<file path="config.mk">
export PLATFORM = sky130hd
export DESIGN_NAME = ctrl_word_port
export DESIGN_NICKNAME = d
export VERILOG_FILES = /design/src/rtl/cwp_pkg.sv /design/src/rtl/cwp_sync.sv /design/src/rtl/cwp_edge.sv /design/src/rtl/cwp_shift.sv /design/src/rtl/cwp_regbank.sv /design/src/rtl/ctrl_word_port.sv
export SDC_FILE = /design/constraint.sdc
export NUM_CORES = 1
export LEC_CHECK = 0
export ABC_AREA = 1
export CAP_MARGIN = 20
export CORE_MARGIN = 10
export CORE_UTILIZATION = 48
export DETAILED_ROUTE_END_ITERATION = 8
export PLACE_DENSITY_LB_ADDON = 0.08
export SYNTH_ARGS = -nofsm -noshare
export SYNTH_HDL_FRONTEND = slang
export SYNTH_SLANG_ARGS = --single-unit
</file>
<file path="constraint.sdc">
create_clock -name clk -period 1.77 [get_ports clk]
set_input_delay 0.177 -clock clk [delete_from_list [all_inputs] [get_ports clk]]
set_output_delay 0.177 -clock clk [all_outputs]
set_load 0.03 [all_outputs]
</file>
<file path="src/rtl/cwp_pkg.sv">
package cwp_pkg;
  localparam int DATA_W = 16;
  localparam int ADDR_W = 8;
  localparam int WORD_W = DATA_W + ADDR_W;
  localparam int ATT_W  = 8;
  localparam int RATE_W = 2;
  localparam int DEEMPH_BIT = ATT_W;
  localparam int MUTE_BIT   = ATT_W + 1;
  localparam int RATE_LSB   = 2;

  typedef enum logic [RATE_W-1:0] {
    RATE_44K1 = 2'b00,
    RATE_48K  = 2'b01,
    RATE_32K  = 2'b10,
    RATE_RSVD = 2'b11
  } rate_e;

  typedef struct packed {
    logic             mute;
    logic             deemph;
    logic [ATT_W-1:0] level;
  } atten_reg_t;

  typedef struct packed {
    rate_e rate;
    logic  fmt16;
    logic  lsb_first;
  } sys_reg_t;

  localparam atten_reg_t ATTEN_RST = '{mute: 1'b0, deemph: 1'b0, level: '0};
  localparam sys_reg_t   SYS_RST   = '{rate: RATE_44K1, fmt16: 1'b0, lsb_first: 1'b0};

  function automatic logic [ADDR_W-1:0] word_addr(input logic [WORD_W-1:0] w);
    return w[ADDR_W-1:0];
  endfunction

  function automatic logic [DATA_W-1:0] word_data(input logic [WORD_W-1:0] w);
    return w[WORD_W-1:ADDR_W];
  endfunction

  function automatic atten_reg_t decode_atten(input logic [DATA_W-1:0] d);
    atten_reg_t r;
    r.level  = d[ATT_W-1:0];
    r.deemph = d[DEEMPH_BIT];
    r.mute   = d[MUTE_BIT];
    return r;
  endfunction

  function automatic logic rate_legal(input logic [RATE_W-1:0] code);
    return code != RATE_RSVD;
  endfunction

  function automatic sys_reg_t decode_sys(input logic [DATA_W-1:0] d,
                                          input sys_reg_t          prev);
    sys_reg_t r;
    r.lsb_first = d[0];
    r.fmt16     = d[1];
    r.rate      = rate_legal(d[RATE_LSB +: RATE_W]) ?
                  rate_e'(d[RATE_LSB +: RATE_W]) : prev.rate;
    return r;
  endfunction
endpackage

</file>
<file path="src/rtl/cwp_sync.sv">
module cwp_sync #(
  parameter int STAGES = 2
) (
  input  logic clk,
  input  logic rst_n,
  input  logic din,
  output logic dout
);
  logic [STAGES-1:0] chain;

  generate
    for (genvar i = 0; i < STAGES; i++) begin : g_stage
      always_ff @(posedge clk or negedge rst_n) begin
        if (!rst_n) chain[i] <= 1'b0;
        else if (i == 0) chain[i] <= din;
        else chain[i] <= chain[(i == 0) ? 0 : i-1];
      end
    end
  endgenerate

  assign dout = chain[STAGES-1];
endmodule

</file>
<file path="src/rtl/cwp_edge.sv">
module cwp_edge #(
  parameter int STAGES = 2
) (
  input  logic clk,
  input  logic rst_n,
  input  logic din,
  output logic rise
);
  logic lvl;
  logic lvl_d;

  cwp_sync #(.STAGES(STAGES)) u_sync (
    .clk (clk),
    .rst_n(rst_n),
    .din (din),
    .dout(lvl)
  );

  always_ff @(posedge clk or negedge rst_n) begin
    if (!rst_n) lvl_d <= 1'b0;
    else        lvl_d <= lvl;
  end

  assign rise = lvl & ~lvl_d;

  AST_ONE_PULSE: assert property (@(posedge clk) disable iff (!rst_n)
    rise |=> !rise);
endmodule

</file>
<file path="src/rtl/cwp_shift.sv">
module cwp_shift
  import cwp_pkg::*;
(
  input  logic              clk,
  input  logic              rst_n,
  input  logic              shift_en,
  input  logic              bit_in,
  output logic [WORD_W-1:0] word
);
  always_ff @(posedge clk or negedge rst_n) begin
    if (!rst_n)        word <= '0;
    else if (shift_en) word <= {word[WORD_W-2:0], bit_in};
  end

  AST_SHIFT_IN: assert property (@(posedge clk) disable iff (!rst_n)
    shift_en |=> word[0] == $past(bit_in));
  AST_SHIFT_HOLD: assert property (@(posedge clk) disable iff (!rst_n)
    !shift_en |=> $stable(word));
endmodule

</file>
<file path="src/rtl/cwp_regbank.sv">
module cwp_regbank
  import cwp_pkg::*;
#(
  parameter logic [ADDR_W-1:0] ADDR_ATT = 8'h40,
  parameter logic [ADDR_W-1:0] ADDR_SYS = 8'h41
) (
  input  logic              clk,
  input  logic              rst_n,
  input  logic              commit,
  input  logic [WORD_W-1:0] word,
  output atten_reg_t        atten_q,
  output sys_reg_t          sys_q
);
  logic hit_att;
  logic hit_sys;
  logic [DATA_W-1:0] data;

  assign data    = word_data(word);
  assign hit_att = commit && (word_addr(word) == ADDR_ATT);
  assign hit_sys = commit && (word_addr(word) == ADDR_SYS);

  always_ff @(posedge clk or negedge rst_n) begin
    if (!rst_n)       atten_q <= ATTEN_RST;
    else if (hit_att) atten_q <= decode_atten(data);
  end

  always_ff @(posedge clk or negedge rst_n) begin
    if (!rst_n)       sys_q <= SYS_RST;
    else if (hit_sys) sys_q <= decode_sys(data, sys_q);
  end

  AST_IDLE_HOLD: assert property (@(posedge clk) disable iff (!rst_n)
    !commit |=> $stable(atten_q) && $stable(sys_q));
  AST_FOREIGN_ADDR: assert property (@(posedge clk) disable iff (!rst_n)
    (commit && !hit_att && !hit_sys) |=> $stable(atten_q) && $stable(sys_q));
  AST_ATT_LEVEL: assert property (@(posedge clk) disable iff (!rst_n)
    hit_att |=> atten_q.level == $past(word[ADDR_W +: ATT_W]));
  AST_ATT_ONLY: assert property (@(posedge clk) disable iff (!rst_n)
    hit_att |=> $stable(sys_q));
  AST_RATE_RSVD: assert property (@(posedge clk) disable iff (!rst_n)
    (hit_sys && word[ADDR_W+RATE_LSB +: RATE_W] == 2'b11) |=> $stable(sys_q.rate));
  AST_SYS_ONLY: assert property (@(posedge clk) disable iff (!rst_n)
    hit_sys |=> $stable(atten_q));
endmodule

</file>
<file path="src/rtl/ctrl_word_port.sv">
module ctrl_word_port
  import cwp_pkg::*;
#(
  parameter int                SYNC_STAGES = 2,
  parameter logic [ADDR_W-1:0] ADDR_ATT    = 8'h40,
  parameter logic [ADDR_W-1:0] ADDR_SYS    = 8'h41
) (
  input  logic              clk,
  input  logic              rst_n,
  input  logic              ctl_sclk,
  input  logic              ctl_sdata,
  input  logic              ctl_latch,
  output logic [ATT_W-1:0]  atten_level,
  output logic              deemph_en,
  output logic              mute_en,
  output logic              lsb_first,
  output logic              fmt_16bit,
  output logic [RATE_W-1:0] deemph_rate
);
  logic              shift_pulse;
  logic              commit_pulse;
  logic              sdata_s;
  logic [WORD_W-1:0] shift_word;
  atten_reg_t        atten_q;
  sys_reg_t          sys_q;

  cwp_edge #(.STAGES(SYNC_STAGES)) u_sclk_edge (
    .clk (clk), .rst_n(rst_n), .din(ctl_sclk), .rise(shift_pulse)
  );

  cwp_edge #(.STAGES(SYNC_STAGES)) u_latch_edge (
    .clk (clk), .rst_n(rst_n), .din(ctl_latch), .rise(commit_pulse)
  );

  cwp_sync #(.STAGES(SYNC_STAGES)) u_data_sync (
    .clk (clk), .rst_n(rst_n), .din(ctl_sdata), .dout(sdata_s)
  );

  cwp_shift u_shift (
    .clk     (clk),
    .rst_n   (rst_n),
    .shift_en(shift_pulse),
    .bit_in  (sdata_s),
    .word    (shift_word)
  );

  cwp_regbank #(.ADDR_ATT(ADDR_ATT), .ADDR_SYS(ADDR_SYS)) u_regs (
    .clk    (clk),
    .rst_n  (rst_n),
    .commit (commit_pulse),
    .word   (shift_word),
    .atten_q(atten_q),
    .sys_q  (sys_q)
  );

  assign atten_level = atten_q.level;
  assign deemph_en   = atten_q.deemph;
  assign mute_en     = atten_q.mute;
  assign lsb_first   = sys_q.lsb_first;
  assign fmt_16bit   = sys_q.fmt16;
  assign deemph_rate = sys_q.rate;

  AST_NO_CROSS_WRITE: assert property (@(posedge clk) disable iff (!rst_n)
    !(($changed(atten_q)) && ($changed(sys_q))));
endmodule

</file>
**Yosys cells after proc, flatten, opt, wreduce, memory -nomap -nowiden**

Index checks and enable logic that the tools add are counted.

- $add $sub $neg: 0
- Multipliers: 0
- Divide/modulo/power cells: 0
- Order comparisons: 0
- Eq/ne operators: 3
- Shifts and indexed selects: 0
- Multiplexer cells: 0
- Bitwise operators: 4
- Reduce and logical (&&, ||, !) cells: 3

Operators with widths:

| cell | count |
|---|---|
| == test 8 x 7 -> 1 bit, second input constant | 2 |
| bitwise AND 1 bit | 2 |
| logical AND 1 bit | 2 |
| != test 2 bit, second input constant | 1 |
| inverter 1 bit | 2 |
| AND reduction 2 bit | 1 |

- Register bits: 40
- Latch bits: 0
- RAM bits: 0
- Memory bits (read-only): 0
- Input port bits: 5
- Output and inout bits: 14
- Logic and storage cells: 25
- Memories kept: 0

**Longest topological paths before layout**

- Word-level depth: 4
- Mapped depth: 8
- Mapped depth without buffers: 7

**Modules after synthesis**

Synthesis repeated with hierarchy kept, for this count alone.

- Cells, all modules: 193
- Area total of the unflattened synthesis: 1,873.0 um^2

By module, submodules not included:

| module | times used | cells an instance | area each (um^2) | seq. area each (um^2) |
|---|---|---|---|---|
| cwp_shift | 1 | 102 | 979.7 | 600.6 |
| cwp_regbank | 1 | 79 | 673.1 | 350.3 |
| cwp_sync | 3 | 2 | 50.0 | 50.0 |
| cwp_edge | 2 | 3 | 35.0 | 25.0 |

**Least setup slack after synthesis**

OpenSTA, ideal clock, no wires.

- Path type: register to register
- From: reg u_shift.word[5]
- To: reg u_regs.atten_q[9] (netlist name)
- Setup time: 0.118 ns
- Data arrival time: 1.072 ns
- Data required time: 1.652 ns
- Slack: 0.581 ns
- Stages on the path, launching flop included: 8
- Buffers on the path: 1
- Period minus slack after synthesis: 1.189 ns
- Path through: dfrtp_1 -> nor2_1 -> nand2_2 -> nor2_4 -> nand2_4 -> buf_6 -> nand2_1 -> nand2_1

- Longest elaborated chain between the ends: 2

RTL lines:

| what | line | source |
|---|---|---|
| start, declared | cwp_shift.sv:8 | `output logic [WORD_W-1:0] word` |
| start signal, assigned | cwp_shift.sv:12 | `else if (shift_en) word <= {word[WORD_W-2:0], bit_in};` |
| == test 8 x 7 -> 1 bit | cwp_regbank.sv:19 | `assign hit_att = commit && (word_addr(word) == ADDR_ATT);` |
| logical AND 1 bit | cwp_regbank.sv:19 |  |

No other way between the ends.
A chain may end at the register's enable or synchronous reset.

**Final worst setup path**

- From: reg u_regs.sys_q[3] (netlist name)
- To: out deemph_rate[1]

RTL lines:

| what | line | source |
|---|---|---|
| end, declared | ctrl_word_port.sv:18 | `output logic [RATE_W-1:0] deemph_rate` |

No word-level cell between the ends.

==> results.py <==
metrics = {
    "clocking": {
        "cts_max_level": 2,
        "cts_tree": "done",
        "cts_buffers": 5,
        "holdBufCountCts": 1,
        "clock_sinks": 40,
        "clk_pin_slew_worst_paths_ns": 0.11,
        "postCtsResizedCells": 0,
        "clkLatencyLatePin_ns": 0.35,
        "root_buffer": "clkbuf_4",
        "cts_buffer_depth": 2,
        "post_cts_buffers": 0,
    },
    "route": {
        "drt_iter0_markers": 72,
        "via_count": 980,
        "antenna_left": 0,
        "firstDrtPassIters": 4,
        "wl_um": 2460,
        "route.detailed.drc": 0,
        "wl_per_cell_um": 11.4,
        "vias_per_cell": 4.54,
    },
    "final_layout": {
        "n_antenna_cell": 0,
        "nets": 176,
        "drive_above_1_share": 0.128,
        "postLayoutCellArea_um2": 1810,
        "fillers": 286,
        "area_growth_pct": 20.1,
    },
    "grt": {
        "grt_pass1_wl_um": 4330,
        "grt_max_degree": 37,
        "grt_pass1_vias": 953,
        "gr-total-overflow": 0,
        "track_usage": 0.0928,
        "antenna_found_initial": 0,
    },
    "critical_path": {
        "criticalPathCategory": "flop to output port",
        "cp_max_fo": 2,
        "crit_path_max_incr_delay_ns": 0.68,
        "reg2reg_depth": 6,
        "reg2reg_setup_slack_ns": 0.52,
        "cpMaxStageDelayCell": "clkdlybuf4s50_1",
        "startpoint_type": "flop",
        "worst_ep_arrival_time_ns": 1.41,
        "crit_family": "buffers and inverters",
        "end_kind": "output port",
        "path_depth": 1,
        "required_ns": 1.59,
        "worstPathCellList": "clkdlybuf4s50_1",
        "timing.critical_path.buf_inv": 1,
    },
    "timing": {
        "finalSetupViolCount": 0,
        "max_freq_ghz": 0.629,
        "finalMaxSlewViolations": 0,
        "slew_headroom": 0.668,
        "hold_violations": 0,
        "final.setup.worst_slack_ns": 0.180,
        "grt_setup_unrepaired": "no",
        "worst_slew_pin_slew_ns": 0.498,
        "period_minus_slack_ns": 1.59,
        "layout_worst_path_cycle_share": 0.898,
        "final.setup.tns_ns": 0,
        "skew_ns": 0.0101,
    },
    "yosys": {
        "synth_top_cell_area_share": 0.663,
        "synth_edf_count": 0,
        "synth.distinct_cells": 15,
        "synth_ff_type": "dfrtp_1",
        "synth_cells": 147,
        "syn_area_per_cell_um2": 10.3,
        "synth-xor-area-share": 0,
        "async_reset_ff_frac": 1.00,
        "syn_area_um2": 1510,
        "synth_fa_ha_area_frac": 0,
        "synth_compound_area_frac": 0.119,
        "yosys.area_share.simple": 0.153,
        "yosysWarnings": 0,
        "yosysSeqAreaShare": 0.663,
        "yosysMostFrequentCell": "dfrtp_1",
        "yosys-top-cells-count": "40 x dfrtp_1, 39 x nand2_1, 20 x inv_1",
        "synth.mux.area_fraction": 0,
        "synthTopCellsByArea": "dfrtp_1 66%, nand2_1 9.7%, o21ai_0 6.0%",
        "yosys.area.top_type": "dfrtp_1",
        "ys_ff_latch": 40,
        "synth_top_family_by_area": "simple AND/OR/NAND/NOR gates",
        "synth_nets": 152,
    },
    "die": {
        "pin_count": 19,
        "rows": 20,
        "die_y_um": 76.1,
        "core_area_um2": 3030,
        "dieArea_um2": 5790,
        "die_width_um": 76.1,
        "start_util": 0.498,
    },
    "placed_design": {
        "dp_slack_ns": 0.506,
        "place_area_um2": 1740,
        "hpwl_um": 1780,
        "portBuffers": 18,
        "gp_congestion": 0.730,
    },
    "pwr": {
        "p_per_area_nw_per_um2": 1050,
        "finalPower_mw": 1.91,
        "ir_drop_mv": 0.545,
        "p_leak_nw": 0.864,
        "clock_power_share": 0.245,
        "netSwitchingPower_uw": 555,
        "p_int_mw": 1.35,
        "combPwrFrac": 0.179,
        "p_sw_frac": 0.291,
        "power_frac_seq": 0.576,
    },
    "worst_hold_path": {
        "holdCritPathClass": "input port to flop",
        "min_path_cells": 1,
    },
    "outcome": {
        "status": "finished, final reports clean",
    },
    "run": {
        "drv_cap": 0,
    },
}
flip-flops by register name, indices dropped and copies added, names as in the netlist:
signal and count:
u_shift.word 18, u_sclk_edge.lvl_d 1, u_latch_edge.lvl_d 1, u_sclk_edge.u_sync.chain 1, u_regs.sys_q 4, u_regs.atten_q 10
u_sclk_edge.u_sync.dout 1, u_data_sync.dout 1, u_latch_edge.u_sync.chain 1, u_data_sync.chain 1, u_latch_edge.u_sync.dout 1
routing by layer:
layer,GRT usage,vias up,routed length [um]
li1,-,508,-
met1,0.112,443,1180
met2,0.129,22,1040
met3,0.0389,7,165
met4,0.0669,0,72
met5,0,-,0
power groups by stage:
stage | logic [mW] | clock network [mW] | registers, mW
3_3_place_gp | 0.341 | 0 | 1.11
3_5_place_dp | 0.348 | 0 | 1.12
6_report | 0.341 | 0.467 | 1.10
4_1_cts | 0.351 | 0.490 | 1.10
2_1_floorplan | 0.168 | 0 | 1.16
5_1_grt | 0.394 | 0.518 | 1.11
cell usage in the layout, fill, tap and decap left out, types with 2 or more instances in the layout:
cell,n
o21ai_2,9
o21ai_0,18
a21oi_1,2
nand2_1,39
nor2_1,7
clkdlybuf4s50_1,17
dfrtp_1,40
clkbuf_1,2
inv_1,20
nand4_1,3
clkbuf_4,5
layout make-up:
type / count / area (um2) / area share
Sequential cell: 40 / 1000 / 0.552
Multi-Input combinational cell: 83 / 410 / 0.226
Tap cell: 44 / 55.1 / 0.0304
Clock buffer: 8 / 58.8 / 0.0324
Inverter: 20 / 75.1 / 0.0414
Timing Repair Buffer: 21 / 213 / 0.117
stage by stage:
step / hold WS (ns) / utilization / instances
after CTS: 0.247 / 0.599 / 216
final: 0.264 / 0.599 / 216
after detailed placement: 0.174 / 0.576 / 207
after global routing: 0.237 / 0.599 / 216
after floorplan: -0.119 / - / 147
after global placement: 0.164 / 0.576 / 207
final timing paths:
check                                                        from                               endpoint
max                                   u_regs.sys_q[3]$_DFFE_PN0P_                         deemph_rate[1]
min                                                      ctl_sclk  u_sclk_edge.u_sync.chain[0]$_DFF_PN0_
max reg2reg                           u_shift.word[7]$_DFFE_PN0P_          u_regs.atten_q[8]$_DFFE_PN0P_
min reg2reg                u_latch_edge.u_sync.chain[0]$_DFF_PN0_     u_latch_edge.u_sync.dout$_DFF_PN0_
max in group asynchronous                                   rst_n     u_latch_edge.u_sync.dout$_DFF_PN0_
min in group asynchronous                                   rst_n          u_regs.atten_q[4]$_DFFE_PN0P_
logic make-up after synthesis:
kind of cell,count (synthesis)
AOI/OAI and AO/OA,29
buffers and inverters,24
DFF,40
and+or+nand+nor,54
Power figures use the tool's default switching activity.
